==> src/rtl/trim_pkg.sv <==
// Package: shared command encoding for the pulse-programmed trim register.
// Assumes: one command at most per clock cycle.
package trim_pkg;
    typedef enum logic [1:0] {
        CMD_NONE  = 2'd0,
        CMD_STEP  = 2'd1,
        CMD_ERASE = 2'd2,
        CMD_STORE = 2'd3
    } trim_cmd_e;
endpackage

==> src/rtl/trim_pulse_classifier.sv <==
// Module: measures how long data_in stays high and, on the falling edge,
// issues one command chosen by width class.
// Assumes: data_in is already synchronous to clk; STEP_MIN >= 1 and
// STEP_MIN < ERASE_MIN < STORE_MIN. The width count saturates at STORE_MIN.
module trim_pulse_classifier
    import trim_pkg::*;
#(
    parameter int STEP_MIN  = 4,
    parameter int ERASE_MIN = 16,
    parameter int STORE_MIN = 64
) (
    input  logic      clk,
    input  logic      rst_n,
    input  logic      prog_en,
    input  logic      data_in,
    output trim_cmd_e cmd
);
    localparam int CNT_W = $clog2(STORE_MIN + 1);
    localparam logic [CNT_W-1:0] W_STEP  = CNT_W'(STEP_MIN);
    localparam logic [CNT_W-1:0] W_ERASE = CNT_W'(ERASE_MIN);
    localparam logic [CNT_W-1:0] W_STORE = CNT_W'(STORE_MIN);

    logic [CNT_W-1:0] width_q;

    // Count the cycles of high time; clear when low, disabled or in reset.
    always_ff @(posedge clk) begin
        if (!rst_n || !prog_en) begin
            width_q <= '0;
        end else if (data_in) begin
            if (width_q != W_STORE) width_q <= width_q + 1'b1;
        end else begin
            width_q <= '0;
        end
    end

    // Decode the finished pulse into a command in the cycle the line reads low.
    always_comb begin
        cmd = CMD_NONE;
        if (prog_en && !data_in) begin
            if (width_q >= W_STORE)      cmd = CMD_STORE;
            else if (width_q >= W_ERASE) cmd = CMD_ERASE;
            else if (width_q >= W_STEP)  cmd = CMD_STEP;
        end
    end

    initial begin
        a_r2_param_order: assert (STEP_MIN >= 1 && STEP_MIN < ERASE_MIN && ERASE_MIN < STORE_MIN)
            else $error("width thresholds out of order");
    end

    // a pulse produces a single command, never two in a row
    a_r2_single_cmd: assert property (@(posedge clk) disable iff (!rst_n)
        (cmd != CMD_NONE) |=> (cmd == CMD_NONE));
    // nothing is issued while programming is disabled
    a_r8_quiet_when_off: assert property (@(posedge clk) disable iff (!rst_n)
        !prog_en |-> (cmd == CMD_NONE));
endmodule

==> src/rtl/trim_session.sv <==
// Module: holds the working code of a programming session. An erase clears it
// and opens the session; steps increment it with wrap; a store is forwarded
// as a request. Closing prog_en discards the session.
// Assumes: cmd comes from trim_pulse_classifier and is already gated by prog_en.
module trim_session
    import trim_pkg::*;
#(
    parameter int CODE_W = 5
) (
    input  logic              clk,
    input  logic              rst_n,
    input  logic              prog_en,
    input  trim_cmd_e         cmd,
    output logic [CODE_W-1:0] work_code,
    output logic              armed,
    output logic              store_req
);
    localparam logic [CODE_W-1:0] CODE_MAX = '1;

    // Track the open session and apply erase and step commands to the working code.
    always_ff @(posedge clk) begin
        if (!rst_n || !prog_en) begin
            armed     <= 1'b0;
            work_code <= '0;
        end else begin
            unique case (cmd)
                CMD_ERASE: begin
                    armed     <= 1'b1;
                    work_code <= '0;
                end
                CMD_STEP: begin
                    if (armed) work_code <= work_code + 1'b1;
                end
                default: ;
            endcase
        end
    end

    // Only an open session may commit its code.
    assign store_req = armed && (cmd == CMD_STORE);

    // an erase leaves a zero code and an open session
    a_r3_erase_clears: assert property (@(posedge clk) disable iff (!rst_n)
        (cmd == CMD_ERASE) |=> (armed && work_code == '0));
    // a step below the top value adds exactly one
    a_r4_step_inc: assert property (@(posedge clk) disable iff (!rst_n)
        (cmd == CMD_STEP && armed && work_code != CODE_MAX) |=> (work_code == $past(work_code) + 1'b1));
    // a step at the top value returns to zero
    a_r5_wrap: assert property (@(posedge clk) disable iff (!rst_n)
        (cmd == CMD_STEP && armed && work_code == CODE_MAX) |=> (work_code == '0));
    // a step outside an open session leaves the code alone
    a_r6_step_gated: assert property (@(posedge clk) disable iff (!rst_n)
        (cmd == CMD_STEP && !armed && prog_en) |=> (!armed && $stable(work_code)));
    // closing programming discards the session
    a_r9_discard: assert property (@(posedge clk) disable iff (!rst_n)
        !prog_en |=> (!armed && work_code == '0));
endmodule

==> src/rtl/trim_retain.sv <==
// Module: retained trim register and its valid flag; loads only on a store request.
// Assumes: store_req lasts one cycle per store pulse.
module trim_retain #(
    parameter int                CODE_W     = 5,
    parameter logic [CODE_W-1:0] RESET_CODE = 5'd16
) (
    input  logic              clk,
    input  logic              rst_n,
    input  logic              store_req,
    input  logic [CODE_W-1:0] work_code,
    output logic [CODE_W-1:0] kept_code,
    output logic              kept_valid
);
    // Commit the working code on a store; otherwise hold.
    always_ff @(posedge clk) begin
        if (!rst_n) begin
            kept_code  <= RESET_CODE;
            kept_valid <= 1'b0;
        end else if (store_req) begin
            kept_code  <= work_code;
            kept_valid <= 1'b1;
        end
    end

    // a store copies the working code and raises the flag
    a_r7_commit: assert property (@(posedge clk) disable iff (!rst_n)
        store_req |=> (kept_code == $past(work_code) && kept_valid));
    // without a store the retained value and flag do not move
    a_r10_hold: assert property (@(posedge clk) disable iff (!rst_n)
        !store_req |=> ($stable(kept_code) && $stable(kept_valid)));
endmodule

==> src/rtl/pulse_trim_reg.sv <==
// Module: top of the pulse-programmed trim register. Chains classifier,
// session and retained register, and picks which code appears on trim_code.
// Assumes: data_in and prog_en are synchronous to clk.
module pulse_trim_reg
    import trim_pkg::*;
#(
    parameter int                CODE_W     = 5,
    parameter logic [CODE_W-1:0] RESET_CODE = 5'd16,
    parameter int                STEP_MIN   = 4,
    parameter int                ERASE_MIN  = 16,
    parameter int                STORE_MIN  = 64
) (
    input  logic              clk,
    input  logic              rst_n,
    input  logic              prog_en,
    input  logic              data_in,
    output logic [CODE_W-1:0] trim_code,
    output logic              stored_flag
);
    trim_cmd_e         cmd;
    logic [CODE_W-1:0] work_code;
    logic [CODE_W-1:0] kept_code;
    logic              armed;
    logic              store_req;

    trim_pulse_classifier #(
        .STEP_MIN (STEP_MIN),
        .ERASE_MIN(ERASE_MIN),
        .STORE_MIN(STORE_MIN)
    ) u_class (
        .clk    (clk),
        .rst_n  (rst_n),
        .prog_en(prog_en),
        .data_in(data_in),
        .cmd    (cmd)
    );

    trim_session #(
        .CODE_W(CODE_W)
    ) u_sess (
        .clk      (clk),
        .rst_n    (rst_n),
        .prog_en  (prog_en),
        .cmd      (cmd),
        .work_code(work_code),
        .armed    (armed),
        .store_req(store_req)
    );

    trim_retain #(
        .CODE_W    (CODE_W),
        .RESET_CODE(RESET_CODE)
    ) u_keep (
        .clk       (clk),
        .rst_n     (rst_n),
        .store_req (store_req),
        .work_code (work_code),
        .kept_code (kept_code),
        .kept_valid(stored_flag)
    );

    // Show the working code during an open session, else the retained code.
    assign trim_code = (prog_en && armed) ? work_code : kept_code;

    // with programming off the output is the retained code
    a_r8_off_shows_kept: assert property (@(posedge clk) disable iff (!rst_n)
        !prog_en |-> (trim_code == kept_code));
endmodule

==> config.mk <==
export PLATFORM = sky130hd
export DESIGN_NAME = pulse_trim_reg
export DESIGN_NICKNAME = d
export VERILOG_FILES = /design/src/rtl/trim_pkg.sv /design/src/rtl/trim_pulse_classifier.sv /design/src/rtl/trim_session.sv /design/src/rtl/trim_retain.sv /design/src/rtl/pulse_trim_reg.sv
export SDC_FILE = /design/constraint.sdc
export NUM_CORES = 1
export LEC_CHECK = 0
export CORE_AREA = 2 2 50 52
export CTS_CLUSTER_SIZE = 30
export DETAILED_ROUTE_END_ITERATION = 10
export DIE_AREA = 0 0 52 54
export PLACE_DENSITY = 0.67
export RECOVER_POWER = 25
export SYNTH_ARGS = -nofsm -noshare
export SYNTH_HDL_FRONTEND = slang
export SYNTH_SLANG_ARGS = --single-unit
==> constraint.sdc <==
create_clock -name clk -period 1.6 [get_ports clk]
set_clock_uncertainty 0.05 [all_clocks]
set_input_delay 0.32 -clock clk [delete_from_list [all_inputs] [get_ports clk]]
set_output_delay 0.32 -clock clk [all_outputs]
set_load 0.05 [all_outputs]
* Word-level counts from Yosys, hierarchy flattened *
Index checks and enable logic that the tools add are counted.

word-level totals
  flip-flop bits (word level) = 19
  input bits = 4

operators by class
  add/sub/neg operators = 2
  mux-type cells = 7
  reduce and logical (&&, ||, !) cells = 10
  equality and inequality tests = 5
  order comparisons = 3
  bitwise gates (word level) = 1

operator list
  kind                   number
  $mux W5                2
  $pmux W5 S2            1
  $add A7 B1 Y7 const B  1
  $ge A7 B3 Y1 const B   1
  $ge A7 B5 Y1 const B   1
  $ge A7 B7 Y1 const B   1
  $ne A7 B7 Y1 const B   1
  $mux W2                3
  $add A5 B1 Y5 const B  1
  $eq A2 B2 Y1 const B   2
  $logic_and A1 B1 Y1    3
  $logic_not A1 Y1       3
  $eq A2 B1 Y1 const B   1
  $ne A2 B1 Y1 const B   1
  $reduce_and A2 Y1      1
  $reduce_bool A2 Y1     1
  $reduce_or A2 Y1       1
  $logic_or A1 B1 Y1     1
  $mux W1                1
  $not A1 Y1             1

* Depth between registers and ports, before layout *
  word-level depth = 8
  depth in mapped cells = 4
  mapped depth without buffers = 4

* Cells and area by module *
A second synthesis with hierarchy kept.

second synthesis, totals
  cell total of the unflattened synthesis = 114
  area total of the unflattened synthesis = 1008.5 µm²

by module, submodules not included
  module                 times used  cells each  area an instance (µm²)
  trim_pulse_classifier  1           46          377.9
  trim_session           1           44          350.3
  trim_retain            1           18          217.7
  pulse_trim_reg         1           6           62.6

* Least setup slack after synthesis *
OpenSTA, ideal clock, no wires.

  path kind = register -> output
  from = register u_sess.armed
  to = output port trim_code[0]
  data required time = 1230 ps
  path buffers = 0
  data arrival time = 937 ps
  slack = 293 ps
  cell stages (with the launch flop) = 3
  cell sequence = dfxtp_1 -> nand2_1 -> mux2_2

between the ends
  cells in the longest elaborated chain, start to end = 2

ends and longest elaborated chain
  item                    RTL line              text
  from (decl)             trim_session.sv:15    output logic armed,
  from (signal assigned)  trim_session.sv:23    armed <= 1'b0;
  from (signal assigned)  trim_session.sv:28    armed <= 1'b1;
  $logic_and A1 B1 Y1     pulse_trim_reg.sv:63  assign trim_code = (prog_en && armed) ? work_code : kept_code;
  $mux W5                 pulse_trim_reg.sv:63
  to (decl)               pulse_trim_reg.sv:17  output logic [CODE_W-1:0] trim_code,

No other way between the ends.

* Final worst setup path *
  from = register u_sess.armed
  to = output port trim_code[2]

Same word-level chain as after synthesis.

==> results.md <==
* Final Cell Area at 1170 sq um
* Synth Cell Area at 882 sq um
* CP max FO at 5
* Num ports at 10
* Buffers plus inverters on the worst setup path at 1
* Pre-antenna DRT Iters at 4
* Total power at 0.750 mW
* DRC viols at 0
* Crit path launch type: register
* Arrival time worst endpoint at 1.24 ns
* RSZ-0062 raised after global routing: true
* Commonest non-fill, non-tap cell in the layout: dfxtp_1
* Final WL at 1.68 mm
* CP Capture Type: output pin
* Commonest non-fill, non-tap cells in the layout: 18 x dfxtp_1, 12 x nor2_1, 7 x nand3_1
* Hold Vio Cnt, Final at 0
* CTS max path bufs at 2
* Min-delay worst type: register to register
* Root buf cell: clkbuf_4
* Core area at 2320 sq um
* Placed cell areas at 1100 sq um
* Leakage at 0.476 nW
* Initial antenna violation count at 0
* Count of flip-flops with a built-in enable after synthesis at 0
* TritonCTS buffer count at 3
* Dpl ws at -0.272 ns
* Post-Route Setup TNS at -0.0184 ns
* Seq/Total Area, Yosys at 0.431
* Layout area overhead at 32.3%
* Critical path data required time at 1.23 ns
* Largest net degree at the start of global routing at 11
* Mapped Avg Cell Area at 9.38 sq um
* Avg Vias per Cell at 4.94
* CP Cell Sequence: nand2_8 > mux2_4 > buf_12
* Failing checks: setup timing
* First-pass GRT wire length at 2.63 mm
* Worst slew pin tran at 0.411 ns
* CTS tree: built
* Chip width at 52 um
* Ys async rst share at 0
* Depth of the CTS H-tree at 1
* Setup Viol. Count Final at 5
* Status: finished, violations left
* Initial Util at 0.380
* Slew Limit Headroom at 0.726
* Crit Path Category: register to output pin
* PwrDens at 642 nW/um^2
* Clock latency at the later pin of the worst-skew pair at 0.29 ns
* Total number of cells along the worst setup path at 3
* Vias in the first global route at 659
* Cells after synthesis at 94
* Syn_nets at 101
* Tcrit/Tclk final at 1.00
* Seq cells post-synth at 19
* Detailed placement HPWL at 1.23 mm
* Via count at 711
* Share of cells above drive strength 1 at 0.237
* Period minus WS final at 1.61 ns
* Fmax at 623 MHz
* DIE AREA at 2810 sq um
* Maxcap violations at 0
* Row count at 18
* Peak supply drop at 0.394 mV
* Ant. Diodes at 0
* Clock transition at the registers of the reported paths at 0.10 ns
* CP top delay family: flip-flops
* Slew Limit Fails at 0
* Die Ht at 54 um
* Setup WS post-layout at -0.00535 ns
* Hold Path Depth at 2
* Distinct cells, synth at 26
* Gr usage total at 0.131
* Ys flop type: dfxtp_1
* Final ANT Viol Nets at 0
* CTS Sinks at 19
* Routed WL per cell at 11.7 um
* R2R cell count at 5
* Port Buffers at 9
* Global route overflow at 0
* Iter 0 DRT Violations at 7
* Critical path's slowest cell: dfxtp_4
* Placer's final routability congestion estimate at 0.785
* YS warnings at 0
* Fin nets at 122
* CP peak stage delay at 0.39 ns
synthesized netlist by cell type (all sizes together), types with 2 or more instances:
master,count,area (sq um)
dfxtp,19,380
nor2,12,45.0
nand2,7,26.3
nand3,7,35.0
mux2i,6,60.1
mux2,5,56.3
inv,4,15.0
nor2b,4,25.0
xor2,4,35.0
a21oi,3,15.0
ha,3,37.5
a31oi,2,12.5
and3,2,15.0
nand4,2,12.5
o21ai,2,10.0
or3,2,12.5
flip-flops by register name (all words and copies together), names as in the netlist:
register           cells
u_sess.work_code       5
u_keep.kept_valid      1
u_class.width_q        7
u_keep.kept_code       5
u_sess.armed           1
layout make-up:
| type | instances | area, sq um |
|---|---|---|
| clock buffer | 4 | 26.3 |
| multi-input combinational | 71 | 522 |
| tap | 30 | 37.5 |
| sequential | 19 | 384 |
| inverter | 4 | 15.0 |
| timing repair buffer | 16 | 183 |
| fill | 220 | 1150 |
cell families after synthesis:
logic type                 synth area share
xor gates and xnor gates             0.0496
AOI/OAI and AO/OA                    0.0879
and+or+nand+nor                       0.240
muxes                                 0.132
DFF                                   0.431
adders and majority gates            0.0426
buffers and inverters                0.0170
final timing paths:
check | from | to | slack (ns)
setup reg to reg | u_sess.armed | u_sess.work_code[3] | 0.19
hold reg to reg | u_keep.kept_valid | u_keep.kept_valid | 0.42
setup / recovery | u_sess.armed | trim_code[2] | -0.005
hold / removal | u_keep.kept_valid | u_keep.kept_valid | 0.42
through the flow:
step	hold slack, ns	utilization	instances
floorplan	0.332	-	94
global placement	0.396	0.475	139
detailed placement	0.417	0.475	139
CTS	0.433	0.506	144
global route	0.463	0.503	144
finish	0.423	0.503	144
worst reg2reg max path: cells and delay by family, from the launching register on:
kind                   cells  cell delay (ns)
AND/OR/NAND/NOR            2             0.49
flip-flops                 1             0.39
AO/OA/AOI/OAI              2             0.29
buffers and inverters      1             0.13
timing repair:
action / in CTS / in global routing
pin swaps: 1 / 0
endpoints found under the setup margin: 5 / 5
hold buffers: 0 / 0
resized for setup: 11 / 0
setup buffers: 1 / 0
routing by layer:
metal,vias up,global-route usage,share of wire
met1,326,0.130,0.46
met3,5,0.0250,0.027
met4,0,0.105,0.029
li1,370,-,-
met5,-,0,0
met2,10,0.238,0.48
power by group:
| part | leakage [nW] | total, mW | internal (mW) | switching (mW) |
|---|---|---|---|---|
| sequential | 0.154 | 0.474 | 0.472 | 0.00153 |
| combinational | 0.307 | 0.0374 | 0.0194 | 0.0180 |
| clock | 0.0150 | 0.239 | 0.0971 | 0.142 |
| total | 0.476 | 0.750 | 0.589 | 0.161 |
No activity file was read; power rests on OpenSTA's default activity.
